**config.mk**
```make
export PLATFORM = sky130hd
export DESIGN_NAME = cfgbus_slave
export DESIGN_NICKNAME = d
export VERILOG_FILES = /design/src/rtl/cfgbus_pkg.sv /design/src/rtl/cfgbus_sampler.sv /design/src/rtl/cfgbus_link.sv /design/src/rtl/cfgbus_regs.sv /design/src/rtl/cfgbus_slave.sv
export SDC_FILE = /design/constraint.sdc
export NUM_CORES = 1
export LEC_CHECK = 0
export CORE_ASPECT_RATIO = 1.25
export CORE_MARGIN = 4
export CORE_UTILIZATION = 47
export DETAILED_ROUTE_END_ITERATION = 8
export PLACE_DENSITY_LB_ADDON = 0.1
export SKIP_LAST_GASP = 1
export SYNTH_ARGS = -nofsm -noshare
export SYNTH_HDL_FRONTEND = slang
export SYNTH_SLANG_ARGS = --single-unit
```
**constraint.sdc**
```tcl
create_clock -name clk -period 3.1 [get_ports clk]
set_clock_uncertainty 0.1 [all_clocks]
set_input_delay 0.93 -clock clk [delete_from_list [all_inputs] [get_ports clk]]
set_output_delay 0.93 -clock clk [all_outputs]
set_load 0.005 [all_outputs]
```
**src/rtl/cfgbus_pkg.sv**
```systemverilog
package cfgbus_pkg;

    localparam int BYTE_W = 8;
    localparam int CNT_W  = $clog2(BYTE_W + 1);

    localparam logic [3:0]  DEV_CODE  = 4'b1011;

    localparam logic [7:0]  CMD_MODE  = 8'h02;
    localparam logic [7:0]  CMD_DIV   = 8'h01;
    localparam logic [7:0]  CMD_BUS   = 8'h0D;
    localparam logic [7:0]  CMD_STORE = 8'h3F;

    localparam logic [15:0] MODE_MASK  = 16'h7FC0;
    localparam logic [15:0] DIV_MASK   = 16'hFFC0;
    localparam logic [7:0]  BUS_MASK   = 8'h0F;
    localparam logic [15:0] MODE_RESET = 16'h1800;

    localparam int WC_BIT = 3;

    typedef enum logic [2:0] {
        LK_IDLE,
        LK_ADDR,
        LK_ADDR_ACK,
        LK_RX,
        LK_RX_ACK,
        LK_TX,
        LK_TX_ACK
    } link_state_e;

endpackage

```
**src/rtl/cfgbus_sampler.sv**
```systemverilog
module cfgbus_sampler #(
    parameter int SYNC_STAGES = 2
) (
    input  logic clk,
    input  logic rst_n,
    input  logic scl_i,
    input  logic sda_i,
    output logic sda_s,
    output logic scl_rise,
    output logic scl_fall,
    output logic start_evt,
    output logic stop_evt
);

    localparam int LAST = SYNC_STAGES - 1;

    typedef struct packed {
        logic [SYNC_STAGES-1:0] scl_sync;
        logic [SYNC_STAGES-1:0] sda_sync;
        logic                   scl_prev;
        logic                   sda_prev;
    } smp_t;

    localparam smp_t SMP_RESET = '{
        scl_sync: '1,
        sda_sync: '1,
        scl_prev: 1'b1,
        sda_prev: 1'b1
    };

    smp_t smp_d, smp_q;
    logic scl_s;

    assign scl_s = smp_q.scl_sync[LAST];
    assign sda_s = smp_q.sda_sync[LAST];

    always_comb begin
        smp_d          = smp_q;
        smp_d.scl_sync = {smp_q.scl_sync[SYNC_STAGES-2:0], scl_i};
        smp_d.sda_sync = {smp_q.sda_sync[SYNC_STAGES-2:0], sda_i};
        smp_d.scl_prev = scl_s;
        smp_d.sda_prev = sda_s;
    end

    always_ff @(posedge clk or negedge rst_n) begin
        if (!rst_n) smp_q <= SMP_RESET;
        else        smp_q <= smp_d;
    end

    assign scl_rise  = scl_s & ~smp_q.scl_prev;
    assign scl_fall  = ~scl_s & smp_q.scl_prev;
    assign start_evt = scl_s & smp_q.scl_prev & smp_q.sda_prev & ~sda_s;
    assign stop_evt  = scl_s & smp_q.scl_prev & ~smp_q.sda_prev & sda_s;

endmodule

```
**src/rtl/cfgbus_link.sv**
```systemverilog
module cfgbus_link
    import cfgbus_pkg::*;
(
    input  logic              clk,
    input  logic              rst_n,
    input  logic              scl_rise,
    input  logic              scl_fall,
    input  logic              start_evt,
    input  logic              stop_evt,
    input  logic              sda_s,
    input  logic [2:0]        dev_sel,
    input  logic              busy,
    input  logic [BYTE_W-1:0] tx_byte,
    output logic              sda_oe,
    output logic              rx_valid,
    output logic [BYTE_W-1:0] rx_data,
    output logic              addr_ok,
    output logic              addr_rd,
    output logic              tx_take
);

    localparam logic [CNT_W-1:0] FULL = CNT_W'(BYTE_W);
    localparam logic [CNT_W-1:0] LAST = CNT_W'(BYTE_W - 1);

    typedef struct packed {
        link_state_e       state;
        logic [CNT_W-1:0]  bitcnt;
        logic [BYTE_W-1:0] shreg;
        logic              rd;
        logic              drive;
        logic              mack;
    } lnk_t;

    localparam lnk_t LNK_RESET = '{
        state:  LK_IDLE,
        bitcnt: '0,
        shreg:  '0,
        rd:     1'b0,
        drive:  1'b0,
        mack:   1'b0
    };

    lnk_t lnk_d, lnk_q;
    logic addr_hit;

    assign addr_hit = (lnk_q.shreg[7:4] == DEV_CODE) &&
                      (lnk_q.shreg[3:1] == dev_sel) && !busy;

    always_comb begin
        lnk_d    = lnk_q;
        rx_valid = 1'b0;
        addr_ok  = 1'b0;
        tx_take  = 1'b0;
        if (start_evt) begin
            lnk_d.state  = LK_ADDR;
            lnk_d.bitcnt = '0;
            lnk_d.drive  = 1'b0;
        end else if (stop_evt) begin
            lnk_d.state = LK_IDLE;
            lnk_d.drive = 1'b0;
        end else begin
            unique case (lnk_q.state)
                LK_ADDR, LK_RX: begin
                    if (scl_rise && lnk_q.bitcnt != FULL) begin
                        lnk_d.shreg  = {lnk_q.shreg[BYTE_W-2:0], sda_s};
                        lnk_d.bitcnt = lnk_q.bitcnt + 1'b1;
                    end else if (scl_fall && lnk_q.bitcnt == FULL) begin
                        if (lnk_q.state == LK_ADDR) begin
                            if (addr_hit) begin
                                lnk_d.drive = 1'b1;
                                lnk_d.rd    = lnk_q.shreg[0];
                                lnk_d.state = LK_ADDR_ACK;
                                addr_ok     = 1'b1;
                            end else begin
                                lnk_d.state = LK_IDLE;
                            end
                        end else begin
                            if (!busy) begin
                                lnk_d.drive = 1'b1;
                                lnk_d.state = LK_RX_ACK;
                                rx_valid    = 1'b1;
                            end else begin
                                lnk_d.state = LK_IDLE;
                            end
                        end
                    end
                end
                LK_ADDR_ACK: begin
                    if (scl_fall) begin
                        lnk_d.bitcnt = '0;
                        if (lnk_q.rd) begin
                            lnk_d.state = LK_TX;
                            lnk_d.shreg = tx_byte;
                            lnk_d.drive = ~tx_byte[BYTE_W-1];
                            tx_take     = 1'b1;
                        end else begin
                            lnk_d.state = LK_RX;
                            lnk_d.drive = 1'b0;
                        end
                    end
                end
                LK_RX_ACK: begin
                    if (scl_fall) begin
                        lnk_d.drive  = 1'b0;
                        lnk_d.bitcnt = '0;
                        lnk_d.state  = LK_RX;
                    end
                end
                LK_TX: begin
                    if (scl_fall) begin
                        if (lnk_q.bitcnt == LAST) begin
                            lnk_d.drive = 1'b0;
                            lnk_d.state = LK_TX_ACK;
                        end else begin
                            lnk_d.bitcnt = lnk_q.bitcnt + 1'b1;
                            lnk_d.shreg  = {lnk_q.shreg[BYTE_W-2:0], 1'b0};
                            lnk_d.drive  = ~lnk_q.shreg[BYTE_W-2];
                        end
                    end
                end
                LK_TX_ACK: begin
                    if (scl_rise) begin
                        lnk_d.mack = ~sda_s;
                    end else if (scl_fall) begin
                        if (lnk_q.mack) begin
                            lnk_d.state  = LK_TX;
                            lnk_d.bitcnt = '0;
                            lnk_d.shreg  = tx_byte;
                            lnk_d.drive  = ~tx_byte[BYTE_W-1];
                            tx_take      = 1'b1;
                        end else begin
                            lnk_d.state = LK_IDLE;
                        end
                    end
                end
                default: ;
            endcase
        end
    end

    always_ff @(posedge clk or negedge rst_n) begin
        if (!rst_n) lnk_q <= LNK_RESET;
        else        lnk_q <= lnk_d;
    end

    assign sda_oe  = lnk_q.drive;
    assign rx_data = lnk_q.shreg;
    assign addr_rd = lnk_q.shreg[0];

endmodule

```
**src/rtl/cfgbus_regs.sv**
```systemverilog
module cfgbus_regs
    import cfgbus_pkg::*;
#(
    parameter int STORE_CYCLES = 20000
) (
    input  logic              clk,
    input  logic              rst_n,
    input  logic              pwrdn_i,
    input  logic              rx_valid,
    input  logic [BYTE_W-1:0] rx_data,
    input  logic              addr_ok,
    input  logic              addr_rd,
    input  logic              tx_take,
    input  logic              bus_stop,
    output logic [15:0]       mode_word,
    output logic [15:0]       div_word,
    output logic [7:0]        bus_word,
    output logic [BYTE_W-1:0] tx_byte,
    output logic              store_pulse,
    output logic              store_busy
);

    localparam int TW = $clog2(STORE_CYCLES + 1);
    localparam logic [TW-1:0] TLOAD = TW'(STORE_CYCLES);

    typedef struct packed {
        logic [15:0]       mode;
        logic [15:0]       div;
        logic [7:0]        bus;
        logic [BYTE_W-1:0] cmd;
        logic              have_cmd;
        logic [1:0]        idx;
        logic              dirty;
        logic [TW-1:0]     timer;
        logic              pulse;
    } reg_t;

    localparam reg_t REG_RESET = '{
        mode:     MODE_RESET,
        div:      '0,
        bus:      '0,
        cmd:      CMD_MODE,
        have_cmd: 1'b0,
        idx:      '0,
        dirty:    1'b0,
        timer:    '0,
        pulse:    1'b0
    };

    reg_t reg_d, reg_q;
    logic start;
    logic idle;

    assign idle = (reg_q.timer == '0);

    always_comb begin
        reg_d = reg_q;
        start = 1'b0;
        if (addr_ok) begin
            reg_d.idx = '0;
            if (!addr_rd) reg_d.have_cmd = 1'b0;
        end
        if (rx_valid) begin
            if (!reg_q.have_cmd) begin
                reg_d.cmd      = rx_data;
                reg_d.have_cmd = 1'b1;
                reg_d.idx      = '0;
                if (rx_data == CMD_STORE && !pwrdn_i) start = 1'b1;
            end else begin
                if (!pwrdn_i) begin
                    unique case (reg_q.cmd)
                        CMD_MODE: begin
                            if (reg_q.idx == 2'd0) begin
                                reg_d.mode[15:8] = rx_data & MODE_MASK[15:8];
                                reg_d.dirty      = 1'b1;
                            end else if (reg_q.idx == 2'd1) begin
                                reg_d.mode[7:0] = rx_data & MODE_MASK[7:0];
                                reg_d.dirty     = 1'b1;
                            end
                        end
                        CMD_DIV: begin
                            if (reg_q.idx == 2'd0) begin
                                reg_d.div[15:8] = rx_data & DIV_MASK[15:8];
                                reg_d.dirty     = 1'b1;
                            end else if (reg_q.idx == 2'd1) begin
                                reg_d.div[7:0] = rx_data & DIV_MASK[7:0];
                                reg_d.dirty    = 1'b1;
                            end
                        end
                        CMD_BUS: begin
                            if (reg_q.idx == 2'd0) begin
                                reg_d.bus   = rx_data & BUS_MASK;
                                reg_d.dirty = 1'b0;
                                start       = 1'b1;
                            end
                        end
                        default: ;
                    endcase
                end
                if (reg_q.idx != 2'd3) reg_d.idx = reg_q.idx + 2'd1;
            end
        end
        if (tx_take && reg_q.idx != 2'd3) reg_d.idx = reg_q.idx + 2'd1;
        if (bus_stop) begin
            if (reg_q.dirty && !reg_d.bus[WC_BIT]) start = 1'b1;
            reg_d.dirty = 1'b0;
        end
        reg_d.pulse = start && idle;
        if (reg_d.pulse)  reg_d.timer = TLOAD;
        else if (!idle)   reg_d.timer = reg_q.timer - 1'b1;
    end

    always_ff @(posedge clk or negedge rst_n) begin
        if (!rst_n) reg_q <= REG_RESET;
        else        reg_q <= reg_d;
    end

    always_comb begin
        tx_byte = '0;
        unique case (reg_q.cmd)
            CMD_MODE: begin
                if (reg_q.idx == 2'd0)      tx_byte = reg_q.mode[15:8];
                else if (reg_q.idx == 2'd1) tx_byte = reg_q.mode[7:0];
            end
            CMD_DIV: begin
                if (reg_q.idx == 2'd0)      tx_byte = reg_q.div[15:8];
                else if (reg_q.idx == 2'd1) tx_byte = reg_q.div[7:0];
            end
            CMD_BUS: begin
                if (reg_q.idx == 2'd0)      tx_byte = reg_q.bus;
            end
            default: ;
        endcase
    end

    assign mode_word   = reg_q.mode;
    assign div_word    = reg_q.div;
    assign bus_word    = reg_q.bus;
    assign store_pulse = reg_q.pulse;
    assign store_busy  = !idle;

endmodule

```
**src/rtl/cfgbus_slave.sv**
```systemverilog
module cfgbus_slave
    import cfgbus_pkg::*;
#(
    parameter int SYNC_STAGES  = 2,
    parameter int STORE_CYCLES = 20000
) (
    input  logic        clk,
    input  logic        rst_n,
    input  logic        scl_i,
    input  logic        sda_i,
    input  logic        pwrdn_i,
    output logic        sda_oe,
    output logic [15:0] mode_word,
    output logic [15:0] div_word,
    output logic [7:0]  bus_word,
    output logic        store_pulse,
    output logic        store_busy
);

    logic              sda_s, scl_rise, scl_fall, start_evt, stop_evt;
    logic              rx_valid, addr_ok, addr_rd, tx_take;
    logic [BYTE_W-1:0] rx_data, tx_byte;

    cfgbus_sampler #(.SYNC_STAGES(SYNC_STAGES)) u_sampler (
        .clk       (clk),
        .rst_n     (rst_n),
        .scl_i     (scl_i),
        .sda_i     (sda_i),
        .sda_s     (sda_s),
        .scl_rise  (scl_rise),
        .scl_fall  (scl_fall),
        .start_evt (start_evt),
        .stop_evt  (stop_evt)
    );

    cfgbus_link u_link (
        .clk       (clk),
        .rst_n     (rst_n),
        .scl_rise  (scl_rise),
        .scl_fall  (scl_fall),
        .start_evt (start_evt),
        .stop_evt  (stop_evt),
        .sda_s     (sda_s),
        .dev_sel   (bus_word[2:0]),
        .busy      (store_busy),
        .tx_byte   (tx_byte),
        .sda_oe    (sda_oe),
        .rx_valid  (rx_valid),
        .rx_data   (rx_data),
        .addr_ok   (addr_ok),
        .addr_rd   (addr_rd),
        .tx_take   (tx_take)
    );

    cfgbus_regs #(.STORE_CYCLES(STORE_CYCLES)) u_regs (
        .clk         (clk),
        .rst_n       (rst_n),
        .pwrdn_i     (pwrdn_i),
        .rx_valid    (rx_valid),
        .rx_data     (rx_data),
        .addr_ok     (addr_ok),
        .addr_rd     (addr_rd),
        .tx_take     (tx_take),
        .bus_stop    (stop_evt),
        .mode_word   (mode_word),
        .div_word    (div_word),
        .bus_word    (bus_word),
        .tx_byte     (tx_byte),
        .store_pulse (store_pulse),
        .store_busy  (store_busy)
    );

endmodule

```
Word-level counts from Yosys, hierarchy flattened. Index checks and enable logic that the tools add are counted.

$add $sub $neg: 3. $mul: 0. Div/mod/pow operators: 0. Magnitude comparators: 0. Equality and inequality tests: 49. Shifts and indexed selects: 0. Muxes and demuxes: 96. Bitwise operators: 19. Reductions and logical operators: 34.

Operators by type and width (count): $mux 15 (6); $mux 1 (50); $mux 8 (5); $mux 12 (3); $pmux 7 s5 (1); $pmux 8 s4 (1); $ne 4x3->1 const B (7); $mux 3 (9); $pmux 8 s3 (1); $reduce_and 11->1 (2); $ne 3x2->1 const B (7); $mux 4 (5); $reduce_and 6->1 (3); $mux 16 (1); $ne 2x1->1 const B (8); $logic_not 15->1 (1); $reduce_and 5->1 (3); $sub 15x1->15 const B (1); $mux 2 (7); $mux 7 (2); $mux 13 (1); $ne 4x4->1 const B (3); $not 1->1 (12); $reduce_and 10->1 (1); other kinds (35) (61).

Flip-flop bits (word level): 75. Bits in latches: 0. RAM bits: 0. Memory bits (read-only): 0. Input port bits: 5. Output and inout bits: 43. Logic and storage cells: 223. Memories: 0.

Longest topological paths before layout.
Word-level depth: 20. Gate-level depth with buffers: 9. Depth with buffers taken out: 8.

Cells and area by module. Synthesis repeated with hierarchy kept, for this count alone.

Cells, all modules: 445. Area, all modules: 4458.0 sq um.

By module, submodules not included: cfgbus_regs (times used 1, cells each 274, area each 2906.5 sq um, sequential area each 1280.0 sq um); cfgbus_link (times used 1, cells each 161, area each 1361.3 sq um, sequential area each 450.4 sq um); cfgbus_sampler (times used 1, cells each 10, area each 190.2 sq um, sequential area each 157.7 sq um).

Worst setup path before layout. Ideal clock, no wire load.

Path kind: input port to flip-flop. Start point: input pwrdn_i. End point: register u_regs.reg_q[46] (netlist: u_regs.div_word[10]). Library setup time: 0.125 ns. Data arrival time: 2.205 ns. Data required time: 2.875 ns. Setup slack: 0.670 ns. Stages on the path: 5. Path buffers: 0. Cell sequence: nand2b_1 nor2_1 nand4_4 nor3_4 mux2_4.

Word-level cells in the longest chain between the ends: 2.

RTL lines: start, declared (line cfgbus_slave.sv:11) `input logic pwrdn_i,`; $not 1->1 (no source line); $reduce_and 5->1 (no source line); end signal, assigned (line cfgbus_regs.sv:115) `else reg_q <= reg_d;`; end, declared (line cfgbus_regs.sv:50) `reg_t reg_d, reg_q;`.

No other way between the ends. A chain may end at the register's enable or synchronous reset.

Worst setup path in the final report.
Start point: register u_regs.reg_q[1]. End point: output store_busy.

Word-level cells in the longest chain between the ends: 2.

RTL lines: $logic_not 15->1 (line cfgbus_regs.sv:54) `assign idle = (reg_q.timer == '0);`; $logic_not 1->1; end, declared (line cfgbus_slave.sv:17) `output logic store_busy`.

No other way between the ends.

==> impl_results.md <==
* Post-CTS Hold Buffers at 0
* Final Cell Area at 0.00495 mm2
* Clk pwr share at 31.0%
* Worst vdd ir at 0.380 mV
* Critical-path maximum fanout at 4
* FFs w/ async S/R, synth at 100%
* Synth area leaders: dfrtp_1 (37%), buf_4 (6.8%), mux2_2 (5.9%), dfstp_2 (5.4%), mux2_4 (5.1%)
* CTS root buf: clkbuf_16
* DPL Wire Length at 7060 um
* Fmax at 335 MHz
* Final hold violations at 0
* Max-cap violation count at 0
* Total Wirelength at 9780 um
* Setup tns final at 0 ns
* Routed vias at 3101
* Largest net degree at the start of global routing at 40
* Vias in the first global route at 3162
* Mapped Cells at 414
* Initial DRC count at 181
* Chip height at 116 um
* Post-synth top flop: dfrtp_1
* Hold/Removal Path Class: reg2reg
* Slowest Stage Delay on Critical Path at 0.44 ns
* Hold slack at 0.254 ns
* Area leader, netlist: dfrtp_1
* TritonCTS Sinks at 75
* Placed Instance Area at 0.00468 mm2
* Area delta synth->final at 12.2%
* Slew Viols, Final at 0
* Worst Setup End Kind: primary output
* Gr usage total at 19.1%
* Setup violations, final at 0
* Vias per inst at 5.56
* Die span in x at 94.6 um
* Setup bufs post-CTS at 0
* Status: finished, final reports clean
* Cell breakdown of the critical path: inv_1 > ha_1 > nor4b_2 > and4_4 > inv_1 > clkdlybuf4s50_1
* Final Cycle Share at 96.4%
* Rel. slew slack at 52.9%
* Htree depth at 3
* Crit path DAT at 1.96 ns
* Ratio of cells with drive above 1 in the final layout at 21.4%
* DRC at 0
* Pre-antenna DRT Iters at 4
* # diodes at 0
* Post-synth EDFFs at 0
* Sw Share at 33.0%
* Routed len/inst at 17.5 um
* Register area share after synthesis at 42.8%
* Logic gate share of total power at 21.4%
* Clock Tree Buf Depth at 2
* Final #Nets at 442
* Final Power at 3.05 mW
* Worst-path clk slew at 0.06 ns
* Worst endpoint required time at 2.07 ns
* Unrepaired setup endpoints after global routing: no
* Share of the synthesized area in the top cell type at 37.4%
* Leakage Power at 2.04 nW
* Initial Utilization at 48.1%
* Final ANT Viol Nets at 0
* # port buffers at 30
* CTS Buf Count at 9
* Die area at 0.0110 mm2
* Reg power frac at 47.6%
* Grt ovf at 0
* Critical path type: reg2out
* TritonCTS clock tree: done
* Num rows at 39
* Min Tclk post-route at 2.99 ns
* CTS resizes at 0
* Synth Register Bits at 75
* CP max-delay cell: clkdlybuf4s50_1
* Worst slew pin tran at 0.699 ns
* Area of the core at 0.00917 mm2
* Yosys warns at 0
* Gpl congestion at 0.907
* Io pins at 48
* Power Dens Cells at 616 mW/mm2
* Psw at 1.01 mW
* Mapped Area at 0.00441 mm2
* Worst-skew pair later-pin latency at 0.34 ns
* Internal Pwr Total at 2.04 mW
* Syn avg cell area at 10.7 um2
* Post-synth cell types at 69
* Initial antenna violation count at 0
* Critical Path Source Type: register
* First-pass GRT wire length at 16200 um
* Most common cell on crit path: inv_1
[cells in the mapped netlist (3+ instances only)]
cell and count:
a221oi_1 6, mux2_4 15, o21ai_0 17, nor3_2 4, clkbuf_1 5, nand2_1 31, o22ai_1 3, xor2_1 8
or4_1 3, nor2b_1 9, o31ai_1 4, o31a_1 8, nand3b_1 6, a22oi_1 4, buf_2 5, nor3_1 5
a32oi_1 3, nor4_1 11, a21oi_1 9, dfstp_2 9, inv_1 17, nand3_1 13, a211oi_1 5, ha_1 7
a2111oi_0 4, nor2_1 14, mux2i_1 4, dfrtp_1 66, buf_4 40, mux2_2 23, nand2b_1 6, nor3_4 4
[kinds of logic (layout without fill, tap and decap cells)]
group / Yosys count / count (layout) / share of synthesized area (%)
xor gates and xnor gates: 10 / 10 / 1.99
and+or+nand+nor: 129 / 129 / 18.5
adders and majority gates: 7 / 7 / 1.99
DFF: 75 / 75 / 42.8
other: 1 / 17 / 0.0850
AOI/OAI and AO/OA: 79 / 79 / 12.7
muxes: 44 / 44 / 12.4
buffers and inverters: 69 / 74 / 9.59
[metal layers]
layer	GRT usage, %	up-vias	part of all wire, %
met1	23.3	1544	43
met4	7.51	0	1.9
met3	3.29	14	3.3
met2	33.3	60	52
met5	0	-	0
li1	-	1483	-
[flip-flops by register name (all words and copies together), names as in the netlist]
name                count
u_regs.div_word        10
u_regs.mode_word        9
u_sampler.sda_s         1
u_link.rx_data          8
u_regs.store_pulse      1
u_link.sda_oe           1
u_link.lnk_q            9
u_regs.reg_q           27
u_regs.bus_word         4
u_sampler.smp_q         2
u_sampler.scl_s         1
u_sampler.smp_d         2
[power by group through the flow]
stage | Clock [mW] | Sequential, mW | Combinational (mW)
after floorplan | 0 | 1.35 | 0.554
after global placement | 0 | 1.46 | 0.645
after detailed placement | 0 | 1.47 | 0.654
after CTS | 0.968 | 1.45 | 0.658
after global routing | 1.00 | 1.49 | 0.737
final | 0.945 | 1.45 | 0.652
[final timing paths]
check,from,endpoint,slack [ns],cells past startpoint
worst max-delay path,u_regs.reg_q[1],store_busy,0.11,6
worst min-delay path,u_sampler.smp_d[5],u_sampler.scl_s,0.25,0
worst max register to register,u_regs.reg_q[1],u_regs.reg_q[24],0.58,8
worst min register to register,u_sampler.smp_d[5],u_sampler.scl_s,0.25,0
max in group asynchronous,rst_n,u_regs.reg_q[21],1.79,2
min in group asynchronous,rst_n,u_link.lnk_q[11],0.46,1
[per-stage QoR]
| stage | util (%) | setup WS [ns] | instances |
|---|---|---|---|
| after floorplan | - | 0.670 | 430 |
| after global routing | 53.9 | 0.0109 | 558 |
| after detailed placement | 51.1 | 0.141 | 542 |
| after CTS | 53.9 | 0.0875 | 558 |
| after global placement | 51.1 | 0.192 | 542 |
| final | 53.9 | 0.112 | 558 |
[worst max-delay path, delay by kind of cell (launching register included)]
kind	cells	cell delay, ns
DFF	1	0.41
buffers and inverters	3	0.60
adders and majority gates	1	0.16
and+or+nand+nor	2	0.45
[layout make-up]
cell class | count | area (um2)
multi-input combinational | 286 | 2160
timing repair buffer | 41 | 418
sequential | 75 | 1890
inverter | 17 | 63.8
fill | 863 | 4230
clock inverter | 3 | 15.0
clock buffer | 13 | 250
tap | 123 | 154
[cells in the final DEF, fill, tap and decap left out, types with 11 or more instances in the layout]
| master | count |
|---|---|
| nor2_1 | 14 |
| o21ai_0 | 17 |
| mux2_2 | 23 |
| nor4_1 | 11 |
| conb_1 | 17 |
| mux2_4 | 15 |
| inv_1 | 17 |
| nand3_1 | 13 |
| clkdlybuf4s50_1 | 29 |
| dfrtp_1 | 66 |
| nand2_1 | 31 |
Note: power is estimated with default switching activity, not from simulation.
